===== config.mk =====
export PLATFORM = sky130hd
export DESIGN_NAME = bus_ctl
export DESIGN_NICKNAME = d
export VERILOG_FILES = /design/src/rtl/bus_ctl_pkg.sv /design/src/rtl/bus_ctl_fsm.sv /design/src/rtl/bus_ctl_seg.sv /design/src/rtl/bus_ctl_route.sv /design/src/rtl/bus_ctl.sv
export SDC_FILE = /design/constraint.sdc
export NUM_CORES = 1
export LEC_CHECK = 0
export CORE_MARGIN = 3
export CORE_UTILIZATION = 63
export CTS_BUF_LIST = sky130_fd_sc_hd__clkbuf_16
export CTS_CLUSTER_SIZE = 16
export DETAILED_ROUTE_END_ITERATION = 10
export DONT_BUFFER_PORTS = 1
export PLACE_DENSITY = 0.85
export SLEW_MARGIN = 0
export SYNTH_ARGS = -nofsm -noshare
export SYNTH_HDL_FRONTEND = slang
export SYNTH_SLANG_ARGS = --single-unit

===== constraint.sdc =====
create_clock -name clk -period 2.6 [get_ports clk]
set_clock_uncertainty 0.15 [all_clocks]
set_input_delay 0.52 -clock clk [delete_from_list [all_inputs] [get_ports clk]]
set_output_delay 0.52 -clock clk [all_outputs]
set_load 0.05 [all_outputs]

===== src/rtl/bus_ctl_pkg.sv =====
package bus_ctl_pkg;

    typedef enum logic [2:0] {
        ST_IDLE   = 3'd0,
        ST_CMD_WR = 3'd1,
        ST_CMD_RD = 3'd2,
        ST_DAT_WR = 3'd3,
        ST_DAT_RD = 3'd4
    } cyc_state_e;

    typedef enum logic [3:0] {
        RS_CMPR    = 4'd0,
        RS_MASK1   = 4'd1,
        RS_MASK2   = 4'd2,
        RS_ARRAY   = 4'd3,
        RS_STATUS  = 4'd4,
        RS_CTRL    = 4'd5,
        RS_SEGCTL  = 4'd6,
        RS_ADDR    = 4'd7,
        RS_NFREE   = 4'd8,
        RS_PSRC    = 4'd9,
        RS_PDST    = 4'd10,
        RS_DECODER = 4'd14,
        RS_NONE    = 4'd15
    } rsrc_e;

    localparam logic [3:0] OP_SEL_SRC = 4'h1;
    localparam logic [3:0] OP_SEL_DST = 4'h2;
    localparam logic [3:0] OP_OVRD    = 4'h3;

    function automatic logic is_persist(input logic [3:0] code);
        return code <= 4'd3;
    endfunction

    function automatic logic is_aux(input logic [3:0] code);
        return (code >= 4'd5) && (code <= 4'd10);
    endfunction

    function automatic logic is_writable(input rsrc_e code);
        return (code != RS_DECODER) && (code != RS_PSRC) &&
               (code != RS_PDST) && (code != RS_STATUS) && (code != RS_NONE);
    endfunction

endpackage


===== src/rtl/bus_ctl_fsm.sv =====
module bus_ctl_fsm
    import bus_ctl_pkg::*;
(
    input  logic       clk,
    input  logic       rst_n,
    input  logic       ce_n,
    input  logic       we_n,
    input  logic       cm_n,
    output cyc_state_e state,
    output cyc_state_e nxt_state,
    output logic       cyc_start,
    output logic       cyc_end
);

    always_ff @(posedge clk or negedge rst_n) begin
        if (!rst_n) state <= ST_IDLE;
        else        state <= nxt_state;
    end

    always_comb begin
        nxt_state = state;
        cyc_start = 1'b0;
        cyc_end   = 1'b0;
        unique case (state)
            ST_IDLE: begin
                if (!ce_n) begin
                    cyc_start = 1'b1;
                    if (!cm_n) nxt_state = we_n ? ST_CMD_RD : ST_CMD_WR;
                    else       nxt_state = we_n ? ST_DAT_RD : ST_DAT_WR;
                end
            end
            ST_CMD_WR, ST_CMD_RD, ST_DAT_WR, ST_DAT_RD: begin
                if (ce_n) begin
                    cyc_end   = 1'b1;
                    nxt_state = ST_IDLE;
                end
            end
            default: nxt_state = ST_IDLE;
        endcase
    end

endmodule


===== src/rtl/bus_ctl_seg.sv =====
module bus_ctl_seg #(
    parameter int SEG_CNT = 4,
    parameter int SEG_W   = $clog2(SEG_CNT)
) (
    input  logic             clk,
    input  logic             rst_n,
    input  logic             clr,
    input  logic             step,
    output logic [SEG_W-1:0] seg
);

    localparam logic [SEG_W-1:0] SEG_LAST = SEG_W'(SEG_CNT - 1);

    always_ff @(posedge clk or negedge rst_n) begin
        if (!rst_n)    seg <= '0;
        else if (clr)  seg <= '0;
        else if (step) seg <= (seg == SEG_LAST) ? '0 : seg + 1'b1;
    end

endmodule


===== src/rtl/bus_ctl_route.sv =====
module bus_ctl_route
    import bus_ctl_pkg::*;
#(
    parameter int DATA_W = 16,
    parameter int SEG_W  = 2
) (
    input  logic              clk,
    input  logic              rst_n,
    input  cyc_state_e        state,
    input  cyc_state_e        nxt_state,
    input  logic              cyc_start,
    input  logic              cyc_end,
    input  logic [DATA_W-1:0] dq_in,
    input  logic [SEG_W-1:0]  src_seg,
    input  logic [SEG_W-1:0]  dst_seg,
    output rsrc_e             psrc,
    output rsrc_e             pdst,
    output logic              tco_pend,
    output rsrc_e             sel_cap,
    output logic [SEG_W-1:0]  seg_cap,
    output logic [DATA_W-1:0] data_cap,
    output logic              wr_stb,
    output logic [1:0]        seg_clr
);

    localparam int OPC_LSB = DATA_W - 4;

    rsrc_e      tco_tgt;
    logic [3:0] opc;
    logic [3:0] tgt;
    logic       exec;
    logic       do_sps;
    logic       do_spd;
    logic       do_tco;
    logic       is_cmd;
    logic       is_wr;

    always_comb begin
        opc     = data_cap[OPC_LSB +: 4];
        tgt     = data_cap[3:0];
        is_cmd  = (state == ST_CMD_WR) || (state == ST_CMD_RD);
        is_wr   = (state == ST_CMD_WR) || (state == ST_DAT_WR);
        exec    = cyc_end && (state == ST_CMD_WR) && (sel_cap == RS_DECODER);
        do_sps  = exec && (opc == OP_SEL_SRC) && is_persist(tgt);
        do_spd  = exec && (opc == OP_SEL_DST) && is_persist(tgt);
        do_tco  = exec && (opc == OP_OVRD) && is_aux(tgt);
        seg_clr = {do_spd, do_sps};
    end

    always_ff @(posedge clk or negedge rst_n) begin
        if (!rst_n) begin
            psrc     <= RS_CMPR;
            pdst     <= RS_CMPR;
            tco_pend <= 1'b0;
            tco_tgt  <= RS_NONE;
            sel_cap  <= RS_NONE;
            seg_cap  <= '0;
            data_cap <= '0;
            wr_stb   <= 1'b0;
        end else begin
            wr_stb <= cyc_end && is_wr && is_writable(sel_cap);
            if (cyc_start) begin
                data_cap <= dq_in;
                seg_cap  <= '0;
                unique case (nxt_state)
                    ST_CMD_WR: sel_cap <= tco_pend ? tco_tgt : RS_DECODER;
                    ST_CMD_RD: sel_cap <= tco_pend ? tco_tgt : RS_STATUS;
                    ST_DAT_WR: begin
                        sel_cap <= pdst;
                        seg_cap <= dst_seg;
                    end
                    ST_DAT_RD: begin
                        sel_cap <= psrc;
                        seg_cap <= src_seg;
                    end
                    default: sel_cap <= RS_NONE;
                endcase
            end
            if (do_sps) psrc <= rsrc_e'(tgt);
            if (do_spd) pdst <= rsrc_e'(tgt);
            if (cyc_end && is_cmd && tco_pend) tco_pend <= 1'b0;
            if (do_tco) begin
                tco_pend <= 1'b1;
                tco_tgt  <= rsrc_e'(tgt);
            end
        end
    end

endmodule


===== src/rtl/bus_ctl.sv =====
module bus_ctl
    import bus_ctl_pkg::*;
#(
    parameter int DATA_W  = 16,
    parameter int SEG_CNT = 4,
    parameter int SEG_W   = $clog2(SEG_CNT)
) (
    input  logic              clk,
    input  logic              rst_n,
    input  logic              ce_n,
    input  logic              we_n,
    input  logic              cm_n,
    input  logic [DATA_W-1:0] dq_in,
    input  logic [DATA_W-1:0] rsrc_rdata,
    output logic [DATA_W-1:0] dq_out,
    output logic              dq_oe,
    output logic              wr_stb,
    output logic [3:0]        wr_sel,
    output logic [SEG_W-1:0]  wr_seg,
    output logic [DATA_W-1:0] wr_data,
    output logic [3:0]        rd_sel,
    output logic [SEG_W-1:0]  rd_seg
);

    cyc_state_e        state;
    cyc_state_e        nxt_state;
    logic              cyc_start;
    logic              cyc_end;
    rsrc_e             psrc;
    rsrc_e             pdst;
    rsrc_e             sel_cap;
    logic              tco_pend;
    logic [SEG_W-1:0]  seg_cap;
    logic [DATA_W-1:0] data_cap;
    logic [1:0]        seg_clr;
    logic [1:0]        seg_step;
    logic [SEG_W-1:0]  seg_q [2];
    logic [SEG_W-1:0]  src_seg;
    logic [SEG_W-1:0]  dst_seg;

    bus_ctl_fsm u_fsm (
        .clk       (clk),
        .rst_n     (rst_n),
        .ce_n      (ce_n),
        .we_n      (we_n),
        .cm_n      (cm_n),
        .state     (state),
        .nxt_state (nxt_state),
        .cyc_start (cyc_start),
        .cyc_end   (cyc_end)
    );

    assign seg_step[0] = cyc_end && (state == ST_DAT_RD);
    assign seg_step[1] = cyc_end && (state == ST_DAT_WR);

    for (genvar g = 0; g < 2; g++) begin : g_seg
        bus_ctl_seg #(.SEG_CNT(SEG_CNT), .SEG_W(SEG_W)) u_seg (
            .clk   (clk),
            .rst_n (rst_n),
            .clr   (seg_clr[g]),
            .step  (seg_step[g]),
            .seg   (seg_q[g])
        );
    end

    assign src_seg = seg_q[0];
    assign dst_seg = seg_q[1];

    bus_ctl_route #(.DATA_W(DATA_W), .SEG_W(SEG_W)) u_route (
        .clk       (clk),
        .rst_n     (rst_n),
        .state     (state),
        .nxt_state (nxt_state),
        .cyc_start (cyc_start),
        .cyc_end   (cyc_end),
        .dq_in     (dq_in),
        .src_seg   (src_seg),
        .dst_seg   (dst_seg),
        .psrc      (psrc),
        .pdst      (pdst),
        .tco_pend  (tco_pend),
        .sel_cap   (sel_cap),
        .seg_cap   (seg_cap),
        .data_cap  (data_cap),
        .wr_stb    (wr_stb),
        .seg_clr   (seg_clr)
    );

    assign dq_oe   = ((state == ST_CMD_RD) || (state == ST_DAT_RD)) && !ce_n;
    assign wr_sel  = sel_cap;
    assign wr_seg  = seg_cap;
    assign wr_data = data_cap;
    assign rd_sel  = sel_cap;
    assign rd_seg  = seg_cap;

    always_comb begin
        if (sel_cap == RS_PSRC)      dq_out = {{(DATA_W-4){1'b0}}, psrc};
        else if (sel_cap == RS_PDST) dq_out = {{(DATA_W-4){1'b0}}, pdst};
        else                         dq_out = rsrc_rdata;
    end

endmodule


Word level (Yosys, flattened, before mapping)
Cells that the tools add are included.

Register bits: 43. Input bits: 37. Word-level logic and storage cells: 90. Output and inout bits: 46.

Order comparisons: 3. Reductions and logical operators: 29. Add/sub/neg operators: 2. Equal/unequal tests: 21. Multiplexer cells: 24.

Operator list (number): $mux 16 (2); $logic_and 1x1->1 (20); $ne 4x4->1 const B (4); $pmux 4 s4 (1); $mux 2 (7); $eq 3x2->1 const B (4); $eq 4x4->1 const B (3); $mux 3 (4); $eq 4x2->1 const B (2); $mux 4 (2); $eq 3x1->1 const B (2); $eq 3x3->1 const B (2); $mux 1 (6); $pmux 3 s2 (1); $reduce_bool 2->1 (3); $add 2x1->2 const B (2); $eq 2x2->1 const B (2); $eq 4x1->1 const B (1); $ge 4x3->1 const B (1); $le 4x2->1 const B (1); $le 4x4->1 const B (1); $ne 4x3->1 const B (1); $pmux 2 s2 (1); $reduce_or 4->1 (1); other kinds (3) (5).

Depth between registers and ports, before layout
Word-level depth: 8. Depth in mapped cells: 7. Mapped depth without buffers: 7.

By module
A second synthesis with hierarchy kept.

Cells, all modules: 224. Area total of the unflattened synthesis: 2386.0 µm².

Modules (own cells, without submodules): bus_ctl_route (cells an instance 142, seq. area each 910.9 µm², area each 1681.6 µm², times used 1); bus_ctl (cells an instance 51, seq. area each 0.0 µm², area each 354.1 µm², times used 1); bus_ctl_seg (cells an instance 8, seq. area each 50.0 µm², area each 100.1 µm², times used 2); bus_ctl_fsm (cells an instance 15, seq. area each 75.1 µm², area each 150.1 µm², times used 1).

Least setup slack after synthesis
No wires, ideal clock.

Path type: flip-flop to output port. Start: register u_route.sel_cap[1]. End: output port dq_out[0]. Buffers on the path: 0. Path slack: -0.694 ns. Data required time: 1.930 ns. Stages on the path, launching flop included: 5. Arrival time: 2.624 ns. Cell sequence: dfstp_2 > nand2_1 > nor3_1 > mux2i_1 > o21ai_0.

Word-level cells in the longest chain between the ends: 3. Elaborated cells between the ends (all ways): 4. Those cells by class: eq/ne (2); mux (2).

RTL lines: start, declared (line bus_ctl_route.sv:19) `output rsrc_e sel_cap,`; start signal, assigned (line bus_ctl_route.sv:66) `ST_CMD_WR: sel_cap <= tco_pend ? tco_tgt : RS_DECODER;`; start signal, assigned (line bus_ctl_route.sv:67) `ST_CMD_RD: sel_cap <= tco_pend ? tco_tgt : RS_STATUS;`; start signal, assigned (line bus_ctl_route.sv:69) `sel_cap <= pdst;`; $eq 4x4->1 (line bus_ctl.sv:98) `else if (sel_cap == RS_PDST) dq_out = {{(DATA_W-4){1'b0}}, pdst};`; $mux 16 (line bus_ctl.sv:98); $mux 16 * (line bus_ctl.sv:97) `if (sel_cap == RS_PSRC) dq_out = {{(DATA_W-4){1'b0}}, psrc};`; end, declared (line bus_ctl.sv:15) `output logic [DATA_W-1:0] dq_out,`.

Mark *: on every way between the ends. The rest lies on a longest branch, timed or not.

Worst setup path in the final report
Ends and elaborated chain as after synthesis.

==> reports/results.txt <==
Outcome = complete, no violations
Setup-failing EPs final = 0
Die height = 66.27 um
Critical-path cell list = nand2_1 -> nor3_2 -> buf_4 -> mux2i_1 -> o21ai_2 -> buf_12
Final #Nets = 305
Post-CTS Setup Repair Bufs = 0
Kind of critical path = flip-flop to output pin
Reg-to-reg endpoint = u_route.pdst[0]
Later-pin clock latency in the skew report = 290 ps
Top cells by area, synth = dfrtp_1, dfstp_2, nand2_1
Worst Path Required = 1930 ps
Synthesized area per cell = 9.575 um2
Final period utilization = 0.9690
Reg2Reg Launch Point = u_fsm.state[1]
EDFF count, synth = 0
Syn Nets = 279
Vias per cell = 6.093
Setup WS post-layout = 80.70 ps
Dpl ws = 189.3 ps
Max-cap violation count = 0
Synth unique cells = 46
CTS buffer count = 5
Slew Limit Fails = 0
Prevailing post-synth register cell = dfrtp_1
Wirelength per Cell = 18.35 um
Mapped Area = 2288 um2
Area Overhead vs Synth = 21.76%
Die area = 4392 um2
Startpoint types = flip-flop
IO Count = 83
Clock Pin Slew Worst Setup and Hold Paths = 60 ps
Critical path fanouts, max = 4
Leading area contributor after synthesis = dfrtp_1
Setup tns final = 0 ps
Cell Pwr Density = 1035 nW/um2
CP endpoint kind = output pin
TritonCTS clock tree = done
Total global routing overflow = 0
Core area = 3416 um2
Max Clk Rate = 0.3969 GHz
Hold path cells = 2
Count leader, synth = nand2_1
Leak = 1.325 nW
Share of layout cells above drive strength 1 = 0.2895
Gate Count Post-Synth = 239
Final ANT Viol Nets = 0
Worst Tran Pin Value = 888.9 ps
Vias in the first global route = 1866
Multi-input logic area = 1140 um2
Normalized max-slew margin = 0.4074
Remaining DRCs = 0
GPL Wtd Cong = 0.9107
Routed vias = 1901
Largest net degree at the start of global routing = 44
Num rows = 21
Clk buf depth = 2
CTS Sinks = 43
# port buffers = 0
Post-Route WL = 5.724 mm
Initial Utilization = 0.6700
RSZ-0062 raised after global routing = false
H-tree depth = 2
First-pass GRT wire length = 9.163 mm
Initial DRT Pass Iterations = 4
Seq/Total Area, Yosys = 0.4746
Register area = 1086 um2
Post-route minimum period = 2519 ps
Critical path's slowest cell = dfstp_2
Share of Yosys cell area claimed by the top area cell type = 0.3827
CP arrival = 1850 ps
R2R depth = 5
Post-synthesis async set-or-reset flop share = 1.000
Final Hold Fails = 0
Worst hold start = dq_in[14]
#FFs+latches synth = 43
R2r setup slk = 170 ps
# diodes = 0
Total GRT Usage = 0.2812
Root buf cell = clkbuf_16
Worst min-delay path category = input port to flip-flop
Detailed placement HPWL = 3.941 mm
Die W = 66.27 um
Worst VDD drop = 0.7163 mV
Synth top cells by count = nand2_1, dfrtp_1, nor2_1
Antenna violations before repair = 0
Hold EP = u_route.data_cap[14]
Initial drt markers = 185
Slowest Stage Delay on Critical Path = 570 ps
Yosys warns = 0
Fill count = 188
Worst Hold Margin = 188.0 ps
-- state kept, by name, indices dropped and copies added (netlist names) --
signal	flops
g_seg.u_seg.seg	4
u_route.sel_cap	4
u_route.tco_pend	1
u_route.seg_cap	2
u_route.pdst	4
u_fsm.state	3
u_route.tco_tgt	4
u_route.psrc	4
u_route.data_cap	16
u_route.wr_stb	1
-- worst max-delay path: cells and delay by family, from the launching register on --
family / cells / cell delay, ps
and+or+nand+nor: 2 / 300
AOI/OAI and AO/OA: 1 / 100
buffers and inverters: 2 / 350
DFF: 1 / 570
muxes: 1 / 240
-- repair_timing --
| action | 4_1_cts | 5_1_grt |
|---|---|---|
| hold buffers | 2 | 0 |
| endpoints found under the setup margin | 4 | 0 |
| resized for setup | 1 | 0 |
| hold endpoints to repair | 43 | 0 |
-- cells by family after synthesis --
kind of cell	after synthesis	share of synthesized area
mux	17	0.08311
fa+ha+maj	3	0.01640
xor+xnor	5	0.01914
compound gates	41	0.1126
simple gates	110	0.2477
buf+inv	20	0.04647
flops	43	0.4746
-- report_power, final --
part | switching (mW) | leakage (nW) | total, mW | internal [mW]
Clock | 0.257 | 0.0818 | 0.710 | 0.453
Combinational | 0.700 | 0.706 | 1.04 | 0.340
Sequential | 0.333 | 0.537 | 1.13 | 0.802
Total | 1.29 | 1.32 | 2.88 | 1.59
-- metrics by stage --
stage / instances / instance area [um2] / util / power (mW)
after floorplan: 239 / 2320 / - / 1.892
after global placement: 302 / 2586 / 0.7571 / 2.119
after detailed placement: 302 / 2586 / 0.7571 / 2.153
after CTS: 312 / 2786 / 0.8158 / 2.901
after global routing: 312 / 2786 / 0.8158 / 3.012
final: 312 / 2786 / 0.8158 / 2.884
-- how the worst max path moves through the flow --
stage               slack (ps)  cells past startpoint               to               start
floorplan                   50                      5       dq_out[10]  u_route.sel_cap[0]
CTS                         90                      6        dq_out[0]  u_route.sel_cap[1]
global route                 4                      6        dq_out[1]  u_route.sel_cap[1]
detailed placement         190                      5  u_route.pdst[0]      u_fsm.state[1]
global placement           290                      5  u_route.pdst[0]      u_fsm.state[1]
finish                      80                      6        dq_out[0]  u_route.sel_cap[1]
-- per-layer routing --
metal,track usage,up-vias,share of wire
met5,0,-,0
met4,0.1218,0,0.029
met3,0.08844,16,0.081
met2,0.4585,99,0.52
met1,0.3408,926,0.37
li1,-,860,-
-- placed cells by master, fill, tap and decap left out, types with 3 or more instances in the layout --
| master | netlist | routed |
|---|---|---|
| a21oi_1 | 10 | 10 |
| and2_1 | 13 | 13 |
| buf_12 | 0 | 5 |
| buf_4 | 6 | 27 |
| clkbuf_16 | 0 | 5 |
| dfrtp_1 | 35 | 35 |
| dfstp_2 | 8 | 8 |
| ha_1 | 3 | 3 |
| inv_1 | 6 | 6 |
| mux2_2 | 8 | 8 |
| mux2i_1 | 7 | 7 |
| nand2_1 | 53 | 53 |
| nand2b_1 | 4 | 4 |
| nor2_1 | 14 | 13 |
| nor2b_1 | 4 | 4 |
| nor3_1 | 7 | 4 |
| nor3_2 | 0 | 3 |
| nor3b_4 | 2 | 3 |
| o21a_1 | 3 | 3 |
| o21ai_0 | 12 | 8 |
| o21ai_2 | 0 | 4 |
| xnor2_1 | 3 | 3 |
-- area by class of cell --
class                           instances  share of cell area
Sequential cell                        43              0.3898
Multi-Input combinational cell        176              0.4091
Inverter                                6            0.008083
Clock inverter                          3             0.01527
Tap cell                               46             0.02066
Clock buffer                            5             0.04490
Timing Repair Buffer                   33              0.1123
(Power assumes the default switching activity.)
